`src/rtl/alu_pkg.sv`:
```
package alu_pkg;
  typedef enum logic [3:0] {
    OP_ADD  = 4'd0,
    OP_SUB  = 4'd1,
    OP_AND  = 4'd2,
    OP_IOR  = 4'd3,
    OP_XOR  = 4'd4,
    OP_NOT  = 4'd5,
    OP_INC  = 4'd6,
    OP_DEC  = 4'd7,
    OP_CLR  = 4'd8,
    OP_MOV  = 4'd9,
    OP_MOVW = 4'd10,
    OP_RLF  = 4'd11,
    OP_RRF  = 4'd12,
    OP_SWAP = 4'd13,
    OP_BCF  = 4'd14,
    OP_BSF  = 4'd15
  } alu_op_e;

  localparam int FLG_C  = 0;
  localparam int FLG_DC = 1;
  localparam int FLG_Z  = 2;
  localparam int FLG_W  = 3;
endpackage

```
`src/rtl/alu_nib_adder.sv`:
```
// Two-segment adder: low half exposes the digit carry.
module alu_nib_adder #(
  parameter int DATA_W = 8
) (
  input  logic [DATA_W-1:0] a_i,
  input  logic [DATA_W-1:0] b_i,
  input  logic              cin_i,
  output logic [DATA_W-1:0] sum_o,
  output logic              c_o,
  output logic              dc_o
);
  localparam int LO_W = DATA_W / 2;
  localparam int HI_W = DATA_W - LO_W;

  logic [LO_W:0] lo_sum;
  logic [HI_W:0] hi_sum;

  assign lo_sum = {1'b0, a_i[LO_W-1:0]} + {1'b0, b_i[LO_W-1:0]} + {{LO_W{1'b0}}, cin_i};
  assign hi_sum = {1'b0, a_i[DATA_W-1:LO_W]} + {1'b0, b_i[DATA_W-1:LO_W]}
                + {{HI_W{1'b0}}, lo_sum[LO_W]};

  assign sum_o = {hi_sum[HI_W-1:0], lo_sum[LO_W-1:0]};
  assign dc_o  = lo_sum[LO_W];
  assign c_o   = hi_sum[HI_W];
endmodule

```
`src/rtl/alu_misc_unit.sv`:
```
// Non-arithmetic results: logic, moves, rotates, swap, bit ops.
module alu_misc_unit
  import alu_pkg::*;
#(
  parameter int DATA_W = 8
) (
  input  alu_op_e           op_i,
  input  logic [DATA_W-1:0] a_i,
  input  logic [DATA_W-1:0] w_i,
  input  logic [DATA_W-1:0] m_i,
  input  logic              cin_i,
  output logic [DATA_W-1:0] res_o,
  output logic              rot_c_o
);
  localparam int LO_W = DATA_W / 2;

  always_comb begin
    res_o   = '0;
    rot_c_o = cin_i;
    unique case (op_i)
      OP_AND:  res_o = a_i & w_i;
      OP_IOR:  res_o = a_i | w_i;
      OP_XOR:  res_o = a_i ^ w_i;
      OP_NOT:  res_o = ~a_i;
      OP_MOV:  res_o = a_i;
      OP_MOVW: res_o = w_i;
      OP_RLF: begin
        res_o   = {a_i[DATA_W-2:0], cin_i};
        rot_c_o = a_i[DATA_W-1];
      end
      OP_RRF: begin
        res_o   = {cin_i, a_i[DATA_W-1:1]};
        rot_c_o = a_i[0];
      end
      OP_SWAP: res_o = {a_i[LO_W-1:0], a_i[DATA_W-1:LO_W]};
      OP_BCF:  res_o = a_i & ~m_i;
      OP_BSF:  res_o = a_i | m_i;
      default: res_o = '0;
    endcase
  end
endmodule

```
`src/rtl/alu_upd_dec.sv`:
```
// Per-operation flag overwrite mask, {Z, DC, C}.
module alu_upd_dec
  import alu_pkg::*;
(
  input  alu_op_e          op_i,
  output logic [FLG_W-1:0] upd_o
);
  always_comb begin
    upd_o = '0;
    unique case (op_i)
      OP_ADD, OP_SUB: begin
        upd_o[FLG_C]  = 1'b1;
        upd_o[FLG_DC] = 1'b1;
        upd_o[FLG_Z]  = 1'b1;
      end
      OP_RLF, OP_RRF:
        upd_o[FLG_C] = 1'b1;
      OP_AND, OP_IOR, OP_XOR, OP_NOT, OP_INC, OP_DEC, OP_CLR, OP_MOV:
        upd_o[FLG_Z] = 1'b1;
      default: upd_o = '0;
    endcase
  end
endmodule

```
`src/rtl/acc_alu.sv`:
```
module acc_alu
  import alu_pkg::*;
#(
  parameter int DATA_W = 8
) (
  input  logic [DATA_W-1:0] file_i,
  input  logic [DATA_W-1:0] wreg_i,
  input  logic [DATA_W-1:0] mask_i,
  input  logic              carry_i,
  input  logic [3:0]        op_i,
  output logic [DATA_W-1:0] result_o,
  output logic              carry_o,
  output logic              dcarry_o,
  output logic              zero_o,
  output logic [FLG_W-1:0]  upd_o
);
  alu_op_e           op;
  logic [DATA_W-1:0] add_b;
  logic              add_cin;
  logic [DATA_W-1:0] add_sum;
  logic              add_c;
  logic              add_dc;
  logic [DATA_W-1:0] misc_res;
  logic              rot_c;
  logic              is_arith;
  logic              is_full;
  logic              is_rot;

  assign op = alu_op_e'(op_i);

  // One adder serves ADD, SUB, INC and DEC via operand steering.
  always_comb begin
    add_b   = '0;
    add_cin = 1'b0;
    unique case (op)
      OP_ADD: add_b = wreg_i;
      OP_SUB: begin
        add_b   = ~wreg_i;
        add_cin = 1'b1;
      end
      OP_INC: add_cin = 1'b1;
      OP_DEC: add_b = '1;
      default: add_b = '0;
    endcase
  end

  alu_nib_adder #(.DATA_W(DATA_W)) u_add (
    .a_i   (file_i),
    .b_i   (add_b),
    .cin_i (add_cin),
    .sum_o (add_sum),
    .c_o   (add_c),
    .dc_o  (add_dc)
  );

  alu_misc_unit #(.DATA_W(DATA_W)) u_misc (
    .op_i    (op),
    .a_i     (file_i),
    .w_i     (wreg_i),
    .m_i     (mask_i),
    .cin_i   (carry_i),
    .res_o   (misc_res),
    .rot_c_o (rot_c)
  );

  alu_upd_dec u_upd (
    .op_i  (op),
    .upd_o (upd_o)
  );

  assign is_full  = (op == OP_ADD) || (op == OP_SUB);
  assign is_arith = is_full || (op == OP_INC) || (op == OP_DEC);
  assign is_rot   = (op == OP_RLF) || (op == OP_RRF);

  assign result_o = is_arith ? add_sum : misc_res;
  assign carry_o  = is_full ? add_c : (is_rot ? rot_c : carry_i);
  assign dcarry_o = is_full & add_dc;
  assign zero_o   = (result_o == '0);
endmodule

```
`config.mk`:
```
export PLATFORM = sky130hd
export DESIGN_NAME = acc_alu
export DESIGN_NICKNAME = d
export VERILOG_FILES = /design/src/rtl/alu_pkg.sv /design/src/rtl/alu_nib_adder.sv /design/src/rtl/alu_misc_unit.sv /design/src/rtl/alu_upd_dec.sv /design/src/rtl/acc_alu.sv
export SDC_FILE = /design/constraint.sdc
export NUM_CORES = 1
export LEC_CHECK = 0
export ABC_AREA = 1
export BUFFER_PORTS_ARGS = -buffer_cell sky130_fd_sc_hd__buf_4
export CAP_MARGIN = 20
export CORE_UTILIZATION = 60
export DETAILED_ROUTE_END_ITERATION = 10
export PLACE_DENSITY = 0.95
export SYNTH_ARGS = -nofsm -noshare
export SYNTH_HDL_FRONTEND = slang
export SYNTH_SLANG_ARGS = --single-unit
```
`constraint.sdc`:
```
create_clock -name vclk -period 11.85
set_clock_uncertainty 0.15 [all_clocks]
set_input_delay 1.7775 -clock vclk [all_inputs]
set_output_delay 1.7775 -clock vclk [all_outputs]
set_load 0.05 [all_outputs]
```
==> qor.csv, run 1 <==
stage,metric,value,unit
outcome,status,completed,
pwr,Psw,0.06465,mW
place,pre-CTS WS,4.846,ns
global_route,first-pass GRT wire length,8756,um
sta,final setup TNS,0,ns
sta,Final Hold Fails,0,
sta,Worst-Margin Slew,0.6142,ns
yosys,post-synthesis cell type count,28,
worst_setup_path,number of cells on the critical path,22,
clocking,post-CTS repair timing setup buffer count,0,
pwr,Flop pwr share,0,
floorplan,Die Width,54.47,um
cells_and_area,sequential cells,0,
global_route,vias in the first global route,1902,
sta,Max Slew Vio Count,0,
yosys,Post-Syn Nets,376,
place,Port Buffers,43,
floorplan,core area,2545,um2
floorplan,chip height,54.47,um
drt,routed vias/inst,5.675,
global_route,initial antenna violation count,0,
pwr,Net Sw Frac,0.6787,
pwr,Clock power frac,0,
floorplan,FP Rows,18,
drt,wire length per cell,14.22,um
global_route,GR peak layer,met2,
yosys,top cell type's share of synthesized area,0.3091,
place,GPL Wtd Cong,1.032,
worst_setup_path,Buf/Inv on CP,6,
worst_setup_path,"Req. time, crit path",9.92,ns
pwr,P_int,0.03060,mW
cells_and_area,share of layout cells above drive strength 1,0.2084,
worst_setup_path,Crit Path Category,in -> out,
global_route,grt met2 use,0.6931,
floorplan,DIE AREA,2966,um2
cells_and_area,Layout Utilization,0.7876,
global_route,largest net degree at the start of global routing,10,
floorplan,Initial Utilization,0.6490,
worst_setup_path,cell family with most CP delay,adder cells,
worst_setup_path,Critical Path Source Type,input port,
yosys,sequential cell area fraction in the yosys report,0,
pwr,Peak VDD IR,43.22,uV
clocking,hold_buf cts,0,
drt,DRC viols,0,
yosys,cells after synthesis,337,
worst_setup_path,critical-path cell list,"buf_4, inv_1, nand2_2, nor2_1, inv_1, o21ai_0, a21oi_1, fa_1, inv_1, fa_1, nand3_1, nand3_1, fa_1, inv_1, fa_1, nor2_1, nand3b_1, nand3_1, nor2_1, nand2_1, nor2_2, buf_4",
sta,RSZ-0062 raised after global routing,no,
worst_setup_path,crit-path max FO,8,
global_route,GRT Total Usage,0.4162,
sta,Setup-failing EPs final,0,
sta,fmax,0.1416,GHz
cells_and_area,clkbuf count,0,
yosys,"top cells by area, synth","nand2_1 (31%), nand3_1 (12%), nor2_1 (10%)",
sta,slew margin rel.,0.5878,
job,maxcap violations,0,
sta,fin crit period,7.063,ns
place,cell total after placement,409,
drt,Iter 0 DRT Violations,136,
cells_and_area,Final Non-Filler Cells,409,
worst_setup_path,Critical-path top delay cell,fa_1,
sta,fin crit share,0.5960,
cells_and_area,Antenna diodes,0,
pwr,total power,0.09525,mW
pwr,Pleak,1.180,nW
cells_and_area,final net count,420,
yosys,Avg Inst Size Synth,4.901,um2
global_route,GR Util met3,0.09167,
yosys,Post-Syn Area,1652,um2
hold_path,Worst Hold Class,in -> out,
cells_and_area,storage element area,0,um2
sta,fin worst setup slack,4.787,ns
pwr,pwr dens,47.52,nW/um2
worst_setup_path,largest stage delay on the critical path,0.40,ns
pwr,combinational share of power,1.000,
yosys,yosys warns,0,
drt,final WL,5817,um
yosys,Synth area leader,nand2_1,
drt,via count,2321,
cells_and_area,area delta synth->final,21.36,%
floorplan,I/O Pins,43,
hold_path,hold path cells,3,
worst_setup_path,CP endpoint kind,primary output,
drt,Initial DRT Pass Iterations,5,
worst_setup_path,Worst EP arrival,5.14,ns
clocking,CTS resizes,0,
place,hpwl dp,4693,um
global_route,met1 Usage GRT,0.5230,
drt,"antenna viol nets, final",0,
global_route,grt ovf,0,
## layout by cell type, fill, tap and decap left out, drive strengths merged, types with 4 or more instances in the layout
master	count
inv	41
a21oi	7
nand3	41
ha	6
fa	4
nor2	60
nor3	6
o21ai	7
o211ai	6
buf	43
nand2	145
## synth_stat cells (5+ instances only)
master      n
nor2_4      5
inv_1      36
ha_1        6
o21ai_0     5
nor3_1      6
nor2_2     10
nand3_1    39
nor2_1     45
o211ai_1    6
a21oi_1     6
nand2_4     5
nand2_1   136
## layout make-up
cell class | count | area, um2
Multi-Input combinational cell | 293 | 1475
Tap cell | 30 | 37.54
Timing Repair Buffer | 43 | 322.8
Inverter | 43 | 168.9
Fill cell | 219 | 540.5
## routing by layer
| layer | part of all wire | wire, um |
|---|---|---|
| met5 | 0 | 0 |
| met1 | 0.40 | 2346 |
| met3 | 0.13 | 770 |
| met4 | 0.033 | 194 |
| met2 | 0.43 | 2505 |
## stage by stage
step	cell area, um2	hold slack, ns
final	2004	3.792
after global routing	2004	3.823
after CTS	2004	3.797
after detailed placement	2004	3.792
after global placement	2004	3.780
after floorplan	1652	3.670
## power by group through the flow
stage,registers [mW],clock network (mW),logic [mW]
after detailed placement,0,0,0.0936
after CTS,0,0,0.0938
after global routing,0,0,0.104
final,0,0,0.0953
after floorplan,0,0,0.0609
after global placement,0,0,0.0921
## cell families (layout without fill, tap and decap cells)
| group | Yosys count | in the layout | share of synthesized area |
|---|---|---|---|
| buffers and inverters | 44 | 86 | 0.1068 |
| xor gates and xnor gates | 1 | 1 | 0.005304 |
| and+or+nand+nor | 258 | 258 | 0.7061 |
| adders and majority gates | 10 | 10 | 0.09394 |
| AOI/OAI and AO/OA | 24 | 24 | 0.08788 |
## path summary, 6_finish.rpt
kind                start        to  slack [ns]
hold / removal    op_i[3]  upd_o[2]        3.79
setup / recovery  op_i[3]    zero_o        4.79
Power figures use the tool's default switching activity.
==> run 2, diff against run 1 <==
--- a/config.mk
+++ b/config.mk
@@ -8,9 +8,9 @@
 export ABC_AREA = 1
 export BUFFER_PORTS_ARGS = -buffer_cell sky130_fd_sc_hd__buf_4
 export CAP_MARGIN = 20
-export CORE_UTILIZATION = 60
+export CORE_UTILIZATION = 57
 export DETAILED_ROUTE_END_ITERATION = 10
-export PLACE_DENSITY = 0.95
+export PLACE_DENSITY = 0.93
 export SYNTH_ARGS = -nofsm -noshare
 export SYNTH_HDL_FRONTEND = slang
 export SYNTH_SLANG_ARGS = --single-unit
==> constraint.sdc (replaced) <==
create_clock -name vclk -period 6.67
set_clock_uncertainty 0.15 [all_clocks]
set_input_delay 1.0005 -clock vclk [all_inputs]
set_output_delay 1.0005 -clock vclk [all_outputs]
set_load 0.05 [all_outputs]
==> run 2 against run 1 <==
Net effect:
- first-iteration DRC count grew 68%
- design area barely moved
- count of clock-buffer cells in the layout unchanged
- combinational power increased by 78%
==> qor.csv, run 2 (synthesized netlist as in run 1, its figures left out) <==
stage,metric,value,unit,change
worst_setup_path,CP endpoint kind,primary output,,
cells_and_area,share of layout cells above drive strength 1,0.2084,,unchanged
global_route,largest net degree at the start of global routing,10,,unchanged
floorplan,Initial Utilization,0.5989,,-0.05006
place,Placement Cell Area,2006,um2,about the same
floorplan,FP Rows,19,,+1
global_route,initial antenna violation count,0,,unchanged
cells_and_area,Layout Utilization,0.7273,,-0.06030
drt,wire length per cell,14.32,um,+0.66%
worst_setup_path,Critical-path top delay cell,fa_1,,
cells_and_area,most frequent cells in the layout,"nand2_1 (136), nor2_1 (45), buf_4 (43), nand3_1 (39), inv_1 (36)",,
cells_and_area,final instance area,2006,um2,about the same
drt,routed vias/inst,5.673,,about the same
cells_and_area,clkbuf count,0,,unchanged
floorplan,core area,2758,um2,+8.4%
worst_setup_path,crit-path max FO,8,,unchanged
floorplan,DIE AREA,3117,um2,+5.1%
drt,Iter 0 DRT Violations,228,,+68%
sta,RSZ-0062 raised after global routing,no,,
cells_and_area,sequential cells,0,,unchanged
sta,Max Slew Vio Count,0,,unchanged
global_route,first-pass GRT wire length,9625,um,+9.9%
sta,final setup TNS,0,ns,unchanged
drt,via count,2326,,+0.22%
cells_and_area,"most common cell after layout, fill and taps aside",nand2_1,,
pwr,Peak VDD IR,80.77,uV,+87%
global_route,grt ovf,0,,unchanged
job,maxcap violations,0,,unchanged
drt,Initial DRT Pass Iterations,7,,+2
sta,slew margin rel.,0.5985,,+0.01072
clocking,CTS resizes,0,,unchanged
clocking,hold_buf cts,0,,unchanged
cells_and_area,storage element area,0,um2,unchanged
worst_setup_path,largest stage delay on the critical path,0.41,ns,about the same
global_route,vias in the first global route,2023,,+6.4%
worst_setup_path,Worst EP arrival,4.37,ns,-0.77 ns
outcome,status,completed,,
floorplan,chip height,55.83,um,+2.5%
drt,DRC viols,0,,unchanged
place,Port Buffers,43,,unchanged
cells_and_area,Antenna diodes,0,,unchanged
place,cell total after placement,410,,+0.24%
cells_and_area,final net count,420,,unchanged
sta,Worst-Margin Slew,0.5982,ns,-0.01598 ns
sta,Final Hold Fails,0,,unchanged
sta,fin crit share,0.8280,,
pwr,total power,0.1698,mW,+78%
drt,"antenna viol nets, final",0,,unchanged
sta,fin crit period,5.523,ns,
pwr,Pleak,1.180,nW,unchanged
sta,fmax,0.1811,GHz,
cells_and_area,Fillers,268,,+22%
sta,Setup-failing EPs final,0,,unchanged
floorplan,Die Width,55.83,um,+2.5%
clocking,post-CTS repair timing setup buffer count,0,,unchanged
worst_setup_path,"Req. time, crit path",5.52,ns,-4.40 ns
worst_setup_path,Crit Path Category,in -> out,,
cells_and_area,area delta synth->final,21.44,%,about the same
global_route,GRT Total Usage,0.3904,,-0.02584
cells_and_area,Final Non-Filler Cells,410,,+0.24%
hold_path,Worst Hold Class,in -> out,,
pwr,pwr dens,84.66,nW/um2,+78%
place,hpwl dp,4721,um,+0.58%
worst_setup_path,Critical Path Source Type,input port,,
floorplan,I/O Pins,43,,unchanged
worst_setup_path,critical-path cell list,"buf_4, inv_1, nand2_2, nor2_1, inv_1, o21ai_0, a21oi_1, fa_1, inv_1, fa_1, nand3_1, nand3_1, fa_1, inv_1, fa_1, nor2_1, nand3b_1, nand3_1, nor2_1, nand2_1, nor2_2, buf_4",,
drt,final WL,5870,um,+0.91%
place,GPL Wtd Cong,1.038,,+0.55%
## run 2: cell counts in the layout (fill, tap and decap cells not counted)
No cell type changed its count.
## run 2: layout make-up
cell class         instances  area (um2)  share of cell area
repair buffers            43       322.8              0.1609
inverters                 43       168.9             0.08422
multi-input cells        293        1475              0.7355
well taps                 31       38.79             0.01934
## run 2: final timing paths
kind	from	slack [ns]	depth (start not counted)	endpoint
worst max-delay path	op_i[3]	1.15	22	zero_o
worst min-delay path	op_i[3]	2.24	3	upd_o[2]
## run 2: per-layer routing
metal | global-route usage | vias to the layer above | share of wire
met2 | 0.6386 | 150 | 0.44
met1 | 0.5244 | 1007 | 0.41
met5 | 0 | - | 0
li1 | - | 1147 | -
met4 | 0.1289 | 0 | 0.033
met3 | 0.06279 | 22 | 0.12
## run 2: where the power goes
group | internal [mW] | switching [mW]
clock network | 0 | 0
logic | 0.0546 | 0.115
registers | 0 | 0
## run 2: worst max-delay path: cells and delay by family
family	cells	cell delay (ns)
compound gates	2	0.26
fa+ha+maj	4	1.21
buf+inv	6	0.77
simple gates	10	1.15
## run 2: through the flow
step	setup slack (ns)	hold slack, ns
after floorplan	1.101	2.116
after global placement	1.380	2.229
after global routing	0.8121	2.249
final	1.147	2.242
after CTS	1.194	2.240
after detailed placement	1.196	2.240
==> run 3, diff against run 2 <==
--- a/config.mk
+++ b/config.mk
@@ -8,9 +8,9 @@
 export ABC_AREA = 1
 export BUFFER_PORTS_ARGS = -buffer_cell sky130_fd_sc_hd__buf_4
 export CAP_MARGIN = 20
-export CORE_UTILIZATION = 57
+export CORE_UTILIZATION = 51
 export DETAILED_ROUTE_END_ITERATION = 10
-export PLACE_DENSITY = 0.93
+export PLACE_DENSITY = 0.89
 export SYNTH_ARGS = -nofsm -noshare
 export SYNTH_HDL_FRONTEND = slang
 export SYNTH_SLANG_ARGS = --single-unit
==> constraint.sdc (replaced) <==
create_clock -name vclk -period 4.62
set_clock_uncertainty 0.15 [all_clocks]
set_input_delay 0.693 -clock vclk [all_inputs]
set_output_delay 0.693 -clock vclk [all_outputs]
set_load 0.05 [all_outputs]
==> run 3 against run 2 <==
Net effect:
- worst setup slack worse by 0.96 ns
- global-route usage decreased by 2.4 points
- core utilization up 0.22 points
- critical path type unchanged
- cell count rose by 6.8%
- total power rose by 58%
- critical path depth is the same
==> qor.csv, run 3 (synthesized netlist as in run 1, its figures left out) <==
stage,metric,value,unit,change
hold_path,Worst Hold Class,in -> out,,
place,GPL Wtd Cong,1.013,,-2.5%
floorplan,Die Width,58.91,um,+5.5%
pwr,combinational share of power,1.000,,about the same
job,maxcap violations,0,,unchanged
sta,Setup-failing EPs final,0,,unchanged
worst_setup_path,"Req. time, crit path",3.78,ns,-1.74 ns
drt,final WL,6143,um,+4.7%
global_route,grt ovf,0,,unchanged
pwr,Psw,0.1763,mW,+53%
floorplan,Initial Utilization,0.5410,,-0.05793
global_route,GRT Total Usage,0.3663,,-0.02408
pwr,total power,0.2687,mW,+58%
worst_setup_path,largest stage delay on the critical path,0.43,ns,+0.02 ns
worst_setup_path,Critical Path Source Type,input port,,
clocking,hold_buf cts,0,,unchanged
cells_and_area,most frequent cells in the layout,"nand2_1 (135), buf_4 (57), nor2_1 (41), nand3_1 (35), inv_1 (34)",,
place,hpwl dp,4937,um,+4.6%
worst_setup_path,Critical path origin,op_i[3],,
floorplan,core area,3053,um2,+11%
pwr,Clock power frac,0,,unchanged
sta,final setup TNS,0,ns,unchanged
drt,DRC viols,0,,unchanged
sta,Min Hold Slack,1.638,ns,-0.6037 ns
drt,via count,2372,,+2.0%
cells_and_area,Fillers,301,,+12%
place,Placement Cell Area,2177,um2,+8.5%
cells_and_area,storage element area,0,um2,unchanged
pwr,pwr dens,120.6,nW/um2,+42%
floorplan,DIE AREA,3470,um2,+11%
cells_and_area,share of layout cells above drive strength 1,0.2817,,+0.07328
global_route,vias in the first global route,2113,,+4.4%
worst_setup_path,Crit Path Category,in -> out,,
worst_setup_path,most frequent cell on the critical path,fa_2,,
sta,Max Slew Vio Count,0,,unchanged
pwr,Peak VDD IR,61.40,uV,-24%
cells_and_area,final instance area,2227,um2,+11%
drt,Initial DRT Pass Iterations,5,,-2
outcome,status,completed,,
worst_setup_path,CP endpoint kind,primary output,,
cells_and_area,Layout Utilization,0.7295,,+0.002194
hold_path,min-delay src,op_i[1],,
sta,fmax,0.2257,GHz,
drt,routed vias/inst,5.416,,-4.5%
cells_and_area,Antenna diodes,0,,unchanged
cells_and_area,area delta synth->final,34.85,%,
drt,Iter 0 DRT Violations,158,,-31%
pwr,P_int,0.09238,mW,+69%
cells_and_area,"most common cell after layout, fill and taps aside",nand2_1,,
place,Port Buffers,43,,unchanged
pwr,Pleak,1.268,nW,+7.5%
sta,slew margin rel.,0.5567,,-0.04178
cells_and_area,sequential cells,0,,unchanged
clocking,post-CTS repair timing setup buffer count,0,,unchanged
worst_setup_path,Worst EP arrival,3.59,ns,-0.78 ns
pwr,Flop pwr share,0,,unchanged
sta,Final Hold Fails,0,,unchanged
sta,fin crit period,4.431,ns,
worst_setup_path,Critical-path top delay cell,fa_2,,
global_route,first-pass GRT wire length,9701,um,+0.79%
floorplan,chip height,58.91,um,+5.5%
drt,"antenna viol nets, final",0,,unchanged
sta,RSZ-0062 raised after global routing,no,,
global_route,largest net degree at the start of global routing,10,,unchanged
cells_and_area,final net count,435,,+3.6%
sta,fin crit share,0.9591,,
pwr,Net Sw Frac,0.6562,,-0.02226
floorplan,FP Rows,20,,+1
global_route,initial antenna violation count,0,,unchanged
sta,Worst-Margin Slew,0.6605,ns,+0.06226 ns
worst_setup_path,critical-path cell list,"buf_4, inv_2, nand2_1, nor2_2, inv_1, o21ai_2, a21oi_1, fa_2, inv_2, fa_2, nand3_2, nand3_2, fa_2, inv_1, fa_2, inv_1, nand2_2, nand3_4, nor2_1, nand2_1, nor2_4, buf_6",,
drt,wire length per cell,14.03,um,-2.0%
cells_and_area,clkbuf count,0,,unchanged
worst_setup_path,crit-path max FO,4,,-4
floorplan,I/O Pins,43,,unchanged
run 3: critical path, delay by kind of cell:
kind	cells	cell delay [ns]
buf+inv	7	0.55
compound gates	2	0.25
simple gates	9	0.72
fa+ha+maj	4	1.35
run 3: worst paths after layout:
| kind | to | cells after the start |
|---|---|---|
| worst max-delay path | zero_o | 22 |
| worst min-delay path | upd_o[2] | 3 |
run 3: what timing repair did:
| action | 4_1_cts | 5_1_grt |
|---|---|---|
| resized for setup | 5 | 13 |
| pin swaps | 0 | 1 |
| endpoints found under the setup margin | 1 | 2 |
run 3: power groups by stage:
stage | logic, mW | registers, mW | clock network [mW]
after floorplan | 0.163 | 0 | 0
final | 0.269 | 0 | 0
after global placement | 0.252 | 0 | 0
after CTS | 0.259 | 0 | 0
after global routing | 0.289 | 0 | 0
after detailed placement | 0.257 | 0 | 0
run 3: metrics by stage:
stage / setup slack, ns / cells
2_1_floorplan: 0.04539 / 337
3_3_place_gp: 0.04666 / 438
3_5_place_dp: -0.1206 / 438
4_1_cts: 0.002544 / 438
5_1_grt: 0.01369 / 438
6_report: 0.1889 / 438
run 3: routing by layer:
metal,part of all wire,vias to the layer above,global-route usage,wire length (um)
met5,0,-,0,0
met2,0.48,142,0.6234,2919
met4,0.014,0,0.07483,87
li1,-,1187,-,-
met3,0.11,10,0.05714,656
met1,0.40,1033,0.4880,2479
run 3: final cells by class:
cell class | instances | area, um2 | share of cell area
timing repair buffer | 58 | 439.2 | 0.1972
tap | 44 | 55.05 | 0.02472
multi-input combinational | 293 | 1564 | 0.7022
inverter | 43 | 168.9 | 0.07584
